### src/rtl/fstx_pkg.sv
`timescale 1ns/1ps
package fstx_pkg;

    typedef enum logic [1:0] {
        ST_IDLE     = 2'd0,
        ST_FRAMEBIT = 2'd1,
        ST_SHIFT    = 2'd2
    } fstx_state_e;

    typedef enum logic [1:0] {
        DLY_ZERO = 2'd0,
        DLY_ONE  = 2'd1,
        DLY_TWO  = 2'd2,
        DLY_RSVD = 2'd3
    } fstx_dly_e;

endpackage

### src/rtl/fstx_hold.sv
`timescale 1ns/1ps
// Staging register for the next parallel word.
module fstx_hold #(
    parameter int WORD_W = 16
) (
    input  logic              clk,
    input  logic              rst_n,
    input  logic              wr_valid,
    input  logic [WORD_W-1:0] wr_data,
    input  logic              take,
    output logic              wr_ready,
    output logic              hold_full,
    output logic [WORD_W-1:0] hold_data
);

    assign wr_ready = ~hold_full;

    always_ff @(posedge clk or negedge rst_n) begin
        if (!rst_n) begin
            hold_full <= 1'b0;
            hold_data <= '0;
        end else if (take) begin
            hold_full <= 1'b0;
        end else if (wr_valid && !hold_full) begin
            hold_full <= 1'b1;
            hold_data <= wr_data;
        end
    end

    // A parked word is neither lost nor overwritten until it is taken.
    assert_hold_stable_R2: assert property (@(posedge clk) disable iff (!rst_n)
        hold_full && !take |=> hold_full && $stable(hold_data));

endmodule

### src/rtl/fstx_word.sv
`timescale 1ns/1ps
// Transmit word register with its fresh flag and bit selection.
module fstx_word #(
    parameter int WORD_W = 16,
    parameter int LEN_W  = 4
) (
    input  logic              clk,
    input  logic              rst_n,
    input  logic              take,
    input  logic              start,
    input  logic              hold_full,
    input  logic [WORD_W-1:0] hold_data,
    input  logic [LEN_W-1:0]  wlen_m1,
    input  logic [LEN_W-1:0]  idx,
    output logic              fresh,
    output logic              first_bit,
    output logic              cur_bit
);

    logic [WORD_W-1:0] cur_q;
    logic [WORD_W-1:0] first_word;

    // At a frame start the word is either the preloaded one or, when the
    // staged word has not moved yet, taken straight from staging.
    assign first_word = (!fresh && hold_full) ? hold_data : cur_q;
    assign first_bit  = first_word[wlen_m1];
    assign cur_bit    = cur_q[idx];

    always_ff @(posedge clk or negedge rst_n) begin
        if (!rst_n) begin
            cur_q <= '0;
            fresh <= 1'b0;
        end else begin
            if (take) cur_q <= hold_data;
            if (start)     fresh <= 1'b0;
            else if (take) fresh <= 1'b1;
        end
    end

    // An unsent word stays put until a frame consumes it.
    assert_word_kept_R8: assert property (@(posedge clk) disable iff (!rst_n)
        fresh && !start |=> fresh && $stable(cur_q));

endmodule

### src/rtl/fstx_ctrl.sv
`timescale 1ns/1ps
// Frame detection, gap sequencing, bit counter and pin drive.
module fstx_ctrl
    import fstx_pkg::*;
#(
    parameter int LEN_W = 4
) (
    input  logic             clk,
    input  logic             rst_n,
    input  logic             fsync,
    input  logic [1:0]       dly_sel,
    input  logic [LEN_W-1:0] wlen_m1,
    input  logic             fresh,
    input  logic             hold_full,
    input  logic             first_bit,
    input  logic             cur_bit,
    output logic             start,
    output logic             take,
    output logic [LEN_W-1:0] idx,
    output logic             tx_data,
    output logic             tx_oe,
    output logic             word_done,
    output logic             underrun
);

    localparam logic [LEN_W-1:0] ONE = LEN_W'(1);

    fstx_state_e state_q, state_d;
    fstx_dly_e   dly;
    logic        fs_prev_q;
    logic        zero_start;
    logic        last_bit;

    assign dly        = fstx_dly_e'(dly_sel);
    assign start      = fsync && !fs_prev_q && (state_q == ST_IDLE) && (dly != DLY_RSVD);
    assign zero_start = start && (dly == DLY_ZERO);
    assign take       = (state_q == ST_IDLE) && hold_full && !fresh;
    assign last_bit   = (state_q == ST_SHIFT) && (idx == '0);

    // State register
    always_ff @(posedge clk or negedge rst_n) begin
        if (!rst_n) state_q <= ST_IDLE;
        else        state_q <= state_d;
    end

    // Next state
    always_comb begin
        state_d = state_q;
        unique case (state_q)
            ST_IDLE: begin
                if (start) begin
                    case (dly)
                        DLY_ZERO: state_d = (wlen_m1 == '0) ? ST_IDLE : ST_SHIFT;
                        DLY_ONE:  state_d = ST_SHIFT;
                        DLY_TWO:  state_d = ST_FRAMEBIT;
                        default:  state_d = ST_IDLE;
                    endcase
                end
            end
            ST_FRAMEBIT: state_d = ST_SHIFT;
            ST_SHIFT:    if (last_bit) state_d = ST_IDLE;
            default:     state_d = ST_IDLE;
        endcase
    end

    // Bit counter and frame-sync history
    always_ff @(posedge clk or negedge rst_n) begin
        if (!rst_n) begin
            idx       <= '0;
            fs_prev_q <= 1'b0;
        end else begin
            fs_prev_q <= fsync;
            if (start)
                idx <= (dly == DLY_ZERO) ? wlen_m1 - ONE : wlen_m1;
            else if (state_q == ST_SHIFT && !last_bit)
                idx <= idx - ONE;
        end
    end

    // Registered event pulses
    always_ff @(posedge clk or negedge rst_n) begin
        if (!rst_n) begin
            word_done <= 1'b0;
            underrun  <= 1'b0;
        end else begin
            word_done <= last_bit || (zero_start && wlen_m1 == '0);
            underrun  <= start && !fresh && !hold_full;
        end
    end

    // Pin drive
    always_comb begin
        tx_oe   = 1'b0;
        tx_data = 1'b0;
        unique case (state_q)
            ST_IDLE: begin
                if (zero_start) begin
                    tx_oe   = 1'b1;
                    tx_data = first_bit;
                end
            end
            ST_FRAMEBIT: begin
                tx_oe   = 1'b1;
                tx_data = 1'b0;
            end
            ST_SHIFT: begin
                tx_oe   = 1'b1;
                tx_data = cur_bit;
            end
            default: ;
        endcase
    end

    assert_done_single_R9: assert property (@(posedge clk) disable iff (!rst_n)
        word_done |=> !word_done);

    assert_done_after_bit_R9: assert property (@(posedge clk) disable iff (!rst_n)
        word_done |-> $past(tx_oe));

    assert_reserved_silent_R7: assert property (@(posedge clk) disable iff (!rst_n)
        (state_q == ST_IDLE) && (dly_sel == 2'b11) |-> !tx_oe);

    assert_framebit_then_shift_R6: assert property (@(posedge clk) disable iff (!rst_n)
        (state_q == ST_FRAMEBIT) |=> (state_q == ST_SHIFT));

    assert_underrun_single_R10: assert property (@(posedge clk) disable iff (!rst_n)
        underrun |=> !underrun);

endmodule

### src/rtl/fs_serial_tx.sv
`timescale 1ns/1ps
module fs_serial_tx #(
    parameter int WORD_W = 16,
    parameter int LEN_W  = (WORD_W > 1) ? $clog2(WORD_W) : 1
) (
    input  logic              clk,
    input  logic              rst_n,
    input  logic              fsync,
    input  logic [1:0]        dly_sel,
    input  logic [LEN_W-1:0]  wlen_m1,
    input  logic              wr_valid,
    input  logic [WORD_W-1:0] wr_data,
    output logic              wr_ready,
    output logic              tx_data,
    output logic              tx_oe,
    output logic              word_done,
    output logic              underrun
);

    logic              take;
    logic              start;
    logic              hold_full;
    logic [WORD_W-1:0] hold_data;
    logic              fresh;
    logic              first_bit;
    logic              cur_bit;
    logic [LEN_W-1:0]  idx;

    fstx_hold #(.WORD_W(WORD_W)) u_hold (
        .clk       (clk),
        .rst_n     (rst_n),
        .wr_valid  (wr_valid),
        .wr_data   (wr_data),
        .take      (take),
        .wr_ready  (wr_ready),
        .hold_full (hold_full),
        .hold_data (hold_data)
    );

    fstx_word #(.WORD_W(WORD_W), .LEN_W(LEN_W)) u_word (
        .clk       (clk),
        .rst_n     (rst_n),
        .take      (take),
        .start     (start),
        .hold_full (hold_full),
        .hold_data (hold_data),
        .wlen_m1   (wlen_m1),
        .idx       (idx),
        .fresh     (fresh),
        .first_bit (first_bit),
        .cur_bit   (cur_bit)
    );

    fstx_ctrl #(.LEN_W(LEN_W)) u_ctrl (
        .clk       (clk),
        .rst_n     (rst_n),
        .fsync     (fsync),
        .dly_sel   (dly_sel),
        .wlen_m1   (wlen_m1),
        .fresh     (fresh),
        .hold_full (hold_full),
        .first_bit (first_bit),
        .cur_bit   (cur_bit),
        .start     (start),
        .take      (take),
        .idx       (idx),
        .tx_data   (tx_data),
        .tx_oe     (tx_oe),
        .word_done (word_done),
        .underrun  (underrun)
    );

endmodule

### config.mk
export PLATFORM = sky130hd
export DESIGN_NAME = fs_serial_tx
export DESIGN_NICKNAME = d
export VERILOG_FILES = /design/src/rtl/fstx_pkg.sv /design/src/rtl/fstx_hold.sv /design/src/rtl/fstx_word.sv /design/src/rtl/fstx_ctrl.sv /design/src/rtl/fs_serial_tx.sv
export SDC_FILE = /design/constraint.sdc
export NUM_CORES = 1
export LEC_CHECK = 0
export ABC_CLOCK_PERIOD_IN_PS = 6500
export BUFFER_PORTS_ARGS = -buffer_cell sky130_fd_sc_hd__buf_2
export CAP_MARGIN = 20
export CORE_ASPECT_RATIO = 0.9
export CORE_MARGIN = 5
export CORE_UTILIZATION = 35
export CTS_BUF_LIST = sky130_fd_sc_hd__clkbuf_2 sky130_fd_sc_hd__clkbuf_4 sky130_fd_sc_hd__clkbuf_8
export DETAILED_ROUTE_END_ITERATION = 10
export SYNTH_ARGS = -nofsm -noshare
export SYNTH_HDL_FRONTEND = slang
export SYNTH_SLANG_ARGS = --single-unit
export TNS_END_PERCENT = 1
### constraint.sdc
create_clock -name clk -period 6.5 [get_ports clk]
set_clock_uncertainty 0.2 [all_clocks]
set_input_delay 0.975 -clock clk [delete_from_list [all_inputs] [get_ports clk]]
set_output_delay 0.975 -clock clk [all_outputs]
set_load 0.005 [all_outputs]
==> results_dict.tcl, run 1 <==
set metrics [dict create \
    peakVddDrop_mv 0.177 \
    drtPass1Iterations 4 \
    wirelength_mm 4.40 \
    synth.distinct_cells 34 \
    cts.path.max_buffers 2 \
    drive_above_1_share 0.378 \
    synth.avg_cell_area_sq_um 12.3 \
    rsz0062_at_grt "no" \
    drtAntennaViolNets 0 \
    clk_latency_ps 300 \
    final_nets 249 \
    whs_ps 281 \
    yosysTopAreaCellShare 0.463 \
    cts_tree "yes" \
    hold_class "reg -> reg" \
    fin_tns_setup_ps 0 \
    yosys.area.top_type "dfrtp_1" \
    place_congestion 0.888 \
    critPathKind "reg -> out" \
    hpwl_mm 3.29 \
    first_iter_violations 90 \
    hold_viol_final 0 \
    fillers 639 \
    slew_headroom 0.530 \
    row_count 28 \
    drv_cap 0 \
    vias 1539 \
    cts_buffers 5 \
    cts_resized 0 \
    cp_max_fo 7 \
    htreeDepth 2 \
    numClockSinks 43 \
    crit_family "multiplexers" \
    antenna_found_initial 0 \
    synth-edff-count 0 \
    vias_per_cell 5.01 \
    grt_max_degree 44 \
    path_cells "mux4_1 > mux4_2 > nand2_1 > o221ai_2 > buf_2" \
    cts-root-buf "clkbuf_8" \
    portBuffers 30 \
    area_growth_pct 13.6 \
    outcome "complete, no violations" \
    synth.most_common_cell "dfrtp_1" \
    grt_remaining_overflow 0 \
    cts_hold_buf 0 \
    synth_area_sq_mm 0.00232 \
    clkSlewWorstSetupHoldPaths_ps 80 \
    ys_seq_elements 43 \
    synthTopCellsByArea "dfrtp_1 46%, mux2_2 16%, mux4_2 5.8%" \
    synth_common_cells "43 x dfrtp_1, 33 x mux2_2, 13 x nand2_1" \
    p_per_area_mw_per_mm2 435 \
    worstSetupStartpointType "flip-flop" \
    synth_compound_area_frac 0.0732 \
    synthCells 189 \
    worst_slew_pin_slew_ps 704 \
    drc_errors 0 \
    multiInputGateArea_sq_mm 0.00113 \
    antenna_cells 0 \
    seqCellArea_sq_mm 0.00108 \
    yosysWarnings 0 \
    die_w_microns 95.9 \
    crit_slowest_cell "mux4_1" \
    worst_path_largest_cell_delay_ps 620 \
    synth_top_family_by_area "multiplexers" \
    leakagePower_nw 1.15 \
    synth-simple-area-share 0.0716 \
    die_h_microns 87.3 \
    setup_viol 0 \
    grt_usage 0.119 \
    ys_seq_area_frac 0.463 \
    core_region_area_sq_mm 0.00652 \
    timing.fmax_mhz 287 \
    period_needed_ps 3480 \
    end_kind "primary output" \
    io_pins 31 \
    slew_violations 0 \
    fin_crit_sh 0.536 \
    synth-main-ff-cell "dfrtp_1" \
    synthArstFlopShare 1.00 \
    yosys.area_share.adder 0.0377 \
    crit_buf_inv 1 \
    grt_pass1_vias 1594 \
    synth_xor_area_frac 0.0188 \
    p_total_w 0.00115 \
    dieArea_sq_mm 0.00837 \
    critPathRequiredTime_ps 5320 \
    wl_per_cell_microns 14.3 \
    worst_ep_arrival_time_ps 2310 \
    grt_pass1_wl_mm 7.72 \
    cts_setup_buffers 0 \
    synth.area.mux_share 0.286 \
    initial_core_util 0.357 \
    syn_nets 222 \
]
[cells in the final DEF, fill, tap and decap left out, drive strengths merged, types with 4 or more instances in the layout]
cell	n
nor3	6
xnor2	4
nor2b	5
mux2i	8
dfrtp	43
mux4	9
nand2	13
mux2	33
ha	7
a21oi	9
clkbuf	6
buf	33
nor2	7
inv	11
[per-stage QoR]
| step | utilization | cells | cell area (sq um) | setup WS, ps |
|---|---|---|---|---|
| floorplan | - | 189 | 2320 | 3120 |
| global placement | 0.387 | 298 | 2520 | 3050 |
| detailed placement | 0.387 | 298 | 2520 | 3010 |
| CTS | 0.402 | 306 | 2620 | 3000 |
| global route | 0.405 | 307 | 2640 | 2920 |
| finish | 0.405 | 307 | 2640 | 3020 |
[path summary, 6_finish.rpt]
path	startpoint	end	slack, ps	depth (start not counted)
worst min register to register	u_word.fresh	u_ctrl.underrun	280	1
worst max register to register	u_ctrl.idx[0]	u_ctrl.idx[3]	4260	7
worst max-delay path	u_ctrl.idx[0]	tx_data	3020	5
max in group asynchronous	rst_n	u_word.cur_q[15]	5260	2
min in group asynchronous	rst_n	u_ctrl.underrun	370	1
worst min-delay path	u_word.fresh	u_ctrl.underrun	280	1
[flip-flops by register name, indices dropped and copies added (netlist names)]
name              count
u_ctrl.word_done      1
u_word.cur_q         16
u_ctrl.fs_prev_q      1
u_hold.hold_full      1
u_hold.hold_data     16
u_ctrl.idx            4
u_word.fresh          1
u_ctrl.underrun       1
u_ctrl.state_q        2
[kinds of logic (layout without fill, tap and decap cells)]
kind of cell             after synthesis  in the layout
adder cells (fa/ha/maj)                7              7
AND/OR/NAND/NOR                       36             36
AO/OA/AOI/OAI                         25             25
flip-flops                            43             43
multiplexers                          50             50
buffers and inverters                 23             51
XOR/XNOR                               5              5
[report_power, final]
part	switching, W	total, W	internal, W
combinational	0.000185	0.000459	0.000274
sequential	0.000115	0.000510	0.000395
clock	0.0000934	0.000180	0.0000869
total	0.000394	0.00115	0.000755
[routing by layer]
layer / GRT usage / vias up / wire length, microns
met1: 0.167 / 770 / 2230
li1: - / 733 / -
met2: 0.178 / 33 / 1910
met3: 0.0346 / 3 / 238
met4: 0.0349 / 0 / 30
met5: 0 / - / 0
[layout make-up]
type,instances,area share
Clock buffer,6,0.0313
Multi-Input combinational cell,123,0.429
Tap cell,90,0.0426
Sequential cell,43,0.407
Clock inverter,2,0.00521
Timing Repair Buffer,33,0.0701
Inverter,10,0.0142
Note: power is estimated with default switching activity, not from simulation.
==> run 2: changes to the inputs <==
--- a/config.mk
+++ b/config.mk
@@ -5,7 +5,7 @@
 export SDC_FILE = /design/constraint.sdc
 export NUM_CORES = 1
 export LEC_CHECK = 0
-export ABC_CLOCK_PERIOD_IN_PS = 6500
+export ABC_CLOCK_PERIOD_IN_PS = 3500
 export BUFFER_PORTS_ARGS = -buffer_cell sky130_fd_sc_hd__buf_2
 export CAP_MARGIN = 20
 export CORE_ASPECT_RATIO = 0.9
==> constraint.sdc (replaced) <==
create_clock -name clk -period 3.5 [get_ports clk]
set_clock_uncertainty 0.2 [all_clocks]
set_input_delay 0.525 -clock clk [delete_from_list [all_inputs] [get_ports clk]]
set_output_delay 0.525 -clock clk [all_outputs]
set_load 0.005 [all_outputs]
==> run 2 against run 1 <==
Net effect:
- clock power up 88%
- design area down 0.66%
- sequential power up 85%
- die area unchanged
- hold slack worse by 150 ps
- first-iteration DRC count down 28%
- setup slack worse by 2500 ps
- non-clock buffer count down 1
- largest power group unchanged
==> results_dict.tcl, run 2 (synthesis gave the netlist of run 1 again) <==
set metrics [dict create \
    core_region_area_sq_mm 0.00652 \
    grt_usage 0.124 \
    whs_ps 136 \
    fin_area_sq_mm 0.00262 \
    vias_per_cell 4.99 \
    fin_tns_setup_ps 0 \
    htreeDepth 2 \
    drtPass1Iterations 4 \
    hold_viol_final 0 \
    drive_above_1_share 0.375 \
    row_count 28 \
    first_iter_violations 65 \
    cts_resized 0 \
    outcome "complete, no violations" \
    clk_latency_ps 300 \
    p_sw_frac 0.344 \
    area_growth_pct 12.9 \
    clkPwrFrac 0.159 \
    final_cell_mix "43 x dfrtp_1, 33 x mux2_2, 30 x buf_2, 13 x nand2_1, 10 x inv_1" \
    dieArea_sq_mm 0.00837 \
    timing.fmax_mhz 340 \
    wl_per_cell_microns 14.7 \
    drv_cap 0 \
    portBuffers 30 \
    p_sw_w 0.000733 \
    cts.path.max_buffers 2 \
    rsz0062_at_grt "no" \
    end_kind "primary output" \
    antenna_cells 0 \
    worst_slew_pin_slew_ps 952 \
    slew_headroom 0.365 \
    die_w_microns 95.9 \
    setup_ws_ps 563 \
    antenna_found_initial 0 \
    clkSlewWorstSetupHoldPaths_ps 80 \
    crit_buf_inv 1 \
    io_pins 31 \
    p_total_w 0.00213 \
    fin_crit_sh 0.839 \
    largest_registers "u_hold.hold_data (16), u_word.cur_q (16), u_ctrl.idx (4)" \
    grt_pass1_wl_mm 7.76 \
    place_congestion 0.840 \
    critPathRequiredTime_ps 2770 \
    leakagePower_nw 1.14 \
    setup_viol 0 \
    path_cells "mux4_1 > mux4_2 > nand2_1 > o221ai_2 > buf_2" \
    cp_max_fo 7 \
    worstSetupStartpointType "flip-flop" \
    grt_remaining_overflow 0 \
    seqPwrFrac 0.442 \
    numClockSinks 43 \
    grt_max_degree 44 \
    critPathKind "reg -> out" \
    cts_tree "yes" \
    worst_ep_arrival_time_ps 2210 \
    period_needed_ps 2940 \
    final_nets 248 \
    hold_class "in -> reg" \
    cts-root-buf "clkbuf_8" \
    slew_violations 0 \
    vias 1526 \
    comb_power_share 0.399 \
    crit_family "multiplexers" \
    cts_buffers 5 \
    hpwl_mm 3.40 \
    dp_slack_ps 868 \
    drtAntennaViolNets 0 \
    dpl_cell_area_sq_mm 0.00252 \
    crit_slowest_cell "mux4_1" \
    worst_path_largest_cell_delay_ps 600 \
    peakVddDrop_mv 0.321 \
    final_common_cell "dfrtp_1" \
    fillers 689 \
    wirelength_mm 4.51 \
    p_per_area_mw_per_mm2 813 \
    p_int_w 0.00140 \
    drc_errors 0 \
    cts_hold_buf 0 \
    cts_setup_buffers 0 \
    initial_core_util 0.357 \
    die_h_microns 87.3 \
    grt_pass1_vias 1584 \
]
-- run 2: per-stage QoR --
step / std cells / utilization
after floorplan: 189 / -
after global placement: 298 / 0.387
after detailed placement: 298 / 0.387
after CTS: 306 / 0.403
after global routing: 306 / 0.403
final: 306 / 0.403
-- run 2: routing by layer --
metal	vias to the layer above	GRT usage	routed length, microns
met5	-	0	0
met4	0	0.0543	101
met3	10	0.0303	214
met2	33	0.181	2020
met1	754	0.173	2180
li1	729	-	-
-- run 2: power groups by stage --
| stage | registers, W | logic (W) | clock network, W |
|---|---|---|---|
| after floorplan | 0.000860 | 0.000757 | 0 |
| after global placement | 0.000956 | 0.000847 | 0 |
| after detailed placement | 0.000964 | 0.000862 | 0 |
| after CTS | 0.000953 | 0.000866 | 0.000357 |
| after global routing | 0.000991 | 0.000947 | 0.000377 |
| final | 0.000944 | 0.000851 | 0.000339 |
-- run 2: area by class of cell --
cell class / count / area, sq um / area share
sequential: 43 / 1080 / 0.410
timing repair buffer: 32 / 165 / 0.0629
inverter: 10 / 37.5 / 0.0143
clock inverter: 2 / 16.3 / 0.00620
multi-input combinational: 123 / 1130 / 0.432
clock buffer: 6 / 82.6 / 0.0315
tap: 90 / 113 / 0.0429
-- run 2: final timing paths --
path                                    start                end  slack (ps)  cells past startpoint
worst max-delay path            u_ctrl.idx[0]            tx_data         560                      5
worst min-delay path                    fsync   u_ctrl.fs_prev_q         140                      1
worst max register to register  u_ctrl.idx[0]      u_ctrl.idx[3]        1380                      7
worst min register to register   u_word.fresh    u_ctrl.underrun         280                      1
max in group asynchronous               rst_n   u_ctrl.word_done        2340                      1
min in group asynchronous               rst_n  u_ctrl.state_q[1]         160                      1
-- run 2: worst register-to-register path, stage by stage (launching register included) --
cell,delay [ps]
dfrtp_1,520
inv_1,110
ha_1,210
nor3b_1,150
nor2b_1,430
nand2_1,120
xor2_1,160
a21oi_1,140
==> run 3: changes to the inputs <==
--- a/config.mk
+++ b/config.mk
@@ -5,7 +5,7 @@
 export SDC_FILE = /design/constraint.sdc
 export NUM_CORES = 1
 export LEC_CHECK = 0
-export ABC_CLOCK_PERIOD_IN_PS = 3500
+export ABC_CLOCK_PERIOD_IN_PS = 2700
 export BUFFER_PORTS_ARGS = -buffer_cell sky130_fd_sc_hd__buf_2
 export CAP_MARGIN = 20
 export CORE_ASPECT_RATIO = 0.9
==> constraint.sdc (replaced) <==
create_clock -name clk -period 2.7 [get_ports clk]
set_clock_uncertainty 0.2 [all_clocks]
set_input_delay 0.405 -clock clk [delete_from_list [all_inputs] [get_ports clk]]
set_output_delay 0.405 -clock clk [all_outputs]
set_load 0.005 [all_outputs]
==> run 3 against run 2 <==
Net effect:
- count of clock-buffer cells in the layout shrank 1
- hold slack got worse by 120 ps
- sequential share of layout area decreased by 0.96 points
==> results_dict.tcl, run 3 (synthesis gave the netlist of run 1 again) <==
set metrics [dict create \
    outcome "complete, no violations" \
    drive_above_1_share 0.413 \
    critPathRequiredTime_ps 2100 \
    grt_pass1_wl_mm 7.66 \
    grt_usage 0.120 \
    clkPwrFrac 0.171 \
    grt_remaining_overflow 0 \
    worstSetupStartpoint "u_ctrl.idx[0]" \
    grt_pass1_vias 1529 \
    final_common_cell "dfrtp_1" \
    final_cell_mix "42 x dfrtp_1, 33 x mux2_2, 30 x buf_2, 12 x nand2_1, 10 x inv_1" \
    placedCellCount 304 \
    final_core_util 0.413 \
    p_sw_w 0.000960 \
    row_count 28 \
    wirelength_mm 4.48 \
    numClockSinks 43 \
    area_growth_pct 15.7 \
    hold_class "in -> reg" \
    leakagePower_nw 1.17 \
    worstSetupStartpointType "flip-flop" \
    vias 1529 \
    fin_crit_sh 0.985 \
    core_region_area_sq_mm 0.00652 \
    cts_buffers 5 \
    drc_errors 0 \
    die_w_microns 95.9 \
    portBuffers 30 \
    wl_per_cell_microns 14.3 \
    antenna_found_initial 0 \
    vias_per_cell 4.88 \
    first_iter_violations 60 \
    htreeDepth 2 \
    seqPwrFrac 0.424 \
    layoutNonFillerInstCount 313 \
    rsz0062_at_grt "yes" \
    end_kind "primary output" \
    cts_tree "yes" \
    fillers 667 \
    p_int_w 0.00192 \
    cts.path.max_buffers 2 \
    reg2reg_from "u_ctrl.idx[0]" \
    dieArea_sq_mm 0.00837 \
    slew_headroom 0.639 \
    p_sw_frac 0.333 \
    place_congestion 0.841 \
    io_pins 31 \
    p_per_area_mw_per_mm2 1070 \
    comb_power_share 0.405 \
    hpwl_mm 3.45 \
    final_nets 256 \
    drtPass1Iterations 6 \
    antenna_cells 0 \
    peakVddDrop_mv 0.474 \
    cp_max_fo 5 \
    holdPathStages 1 \
    hold_start "fsync" \
    ff2ff_path_depth 8 \
    period_needed_ps 2660 \
    worst_ep_arrival_time_ps 2050 \
    clkSlewWorstSetupHoldPaths_ps 80 \
    timing.fmax_mhz 376 \
    die_h_microns 87.3 \
    setup_viol 0 \
    worst_slew_pin_slew_ps 541 \
    clk_latency_ps 300 \
    largest_registers "u_hold.hold_data (16), u_word.cur_q (16), u_ctrl.idx (4)" \
    grt_max_degree 21 \
    cts-root-buf "clkbuf_8" \
    critPathKind "reg -> out" \
    initial_core_util 0.357 \
    drv_cap 0 \
    slew_violations 0 \
    hold_viol_final 0 \
    drtAntennaViolNets 0 \
]
run 3: changes by cell type in the layout (fill, tap and decap cells not counted), sizes merged:
cell	delta
bufinv	+1
clkbuf	-1
buf	+7
dlygate4sd3	+1
clkinv	-1
run 3: per-layer routing:
| layer | GRT usage | part of all wire | vias up |
|---|---|---|---|
| li1 | - | - | 745 |
| met1 | 0.174 | 0.51 | 746 |
| met2 | 0.173 | 0.43 | 32 |
| met3 | 0.0277 | 0.044 | 6 |
| met4 | 0.0426 | 0.013 | 0 |
| met5 | 0 | 0 | - |
run 3: through the flow:
step | instance area (sq um) | hold WS (ps) | setup slack, ps | power [W] | setup TNS, ps
floorplan | 2320 | -90.6 | 465 | 0.00210 | 0
global placement | 2570 | 75.6 | 252 | 0.00236 | 0
detailed placement | 2570 | 73.1 | 202 | 0.00238 | 0
CTS | 2680 | 2.45 | 17.8 | 0.00292 | 0
global route | 2690 | 10.6 | -68.1 | 0.00312 | -68.1
finish | 2690 | 18.3 | 41.8 | 0.00288 | 0
run 3: timing repair:
action / CTS / global route
hold buffers: 1 / 0
setup buffers: 1 / 0
pin swaps: 0 / 1
endpoints found under the setup margin: 1 / 1
resized for setup: 4 / 2
hold endpoints to repair: 8 / 0
run 3: power by group through the flow:
stage                     Combinational [W]  Clock (W)  Sequential (W)
final                               0.00117   0.000495         0.00122
after global routing                0.00130   0.000541         0.00128
after CTS                           0.00117   0.000514         0.00123
after detailed placement            0.00114          0         0.00124
after global placement              0.00112          0         0.00124
after floorplan                    0.000981          0         0.00111
run 3: path summary, 6_finish.rpt:
| check | endpoint | slack, ps |
|---|---|---|
| min in group asynchronous | u_ctrl.fs_prev_q | 300 |
| worst min-delay path | u_ctrl.fs_prev_q | 20 |
| worst min register to register | u_ctrl.underrun | 280 |
| max in group asynchronous | u_ctrl.idx[0] | 1460 |
| worst max register to register | u_ctrl.idx[3] | 540 |
| worst max-delay path | tx_data | 40 |
run 3: layout make-up:
class                      count  area (sq um)  area share
sequential                    43          1080       0.400
timing repair buffer          40           231      0.0860
multi-input combinational    123          1120       0.418
clock buffer                   5          68.8      0.0256
clock inverter                 2          37.5      0.0140
tap                           90           113      0.0419
inverter                      10          37.5      0.0140
run 3: critical path, cell delays in order, from the launching register on:
cell and delay (ps):
dfrtp_2 450, mux4_2 520, mux4_2 490, nand2_2 70, o221ai_2 90, buf_2 140
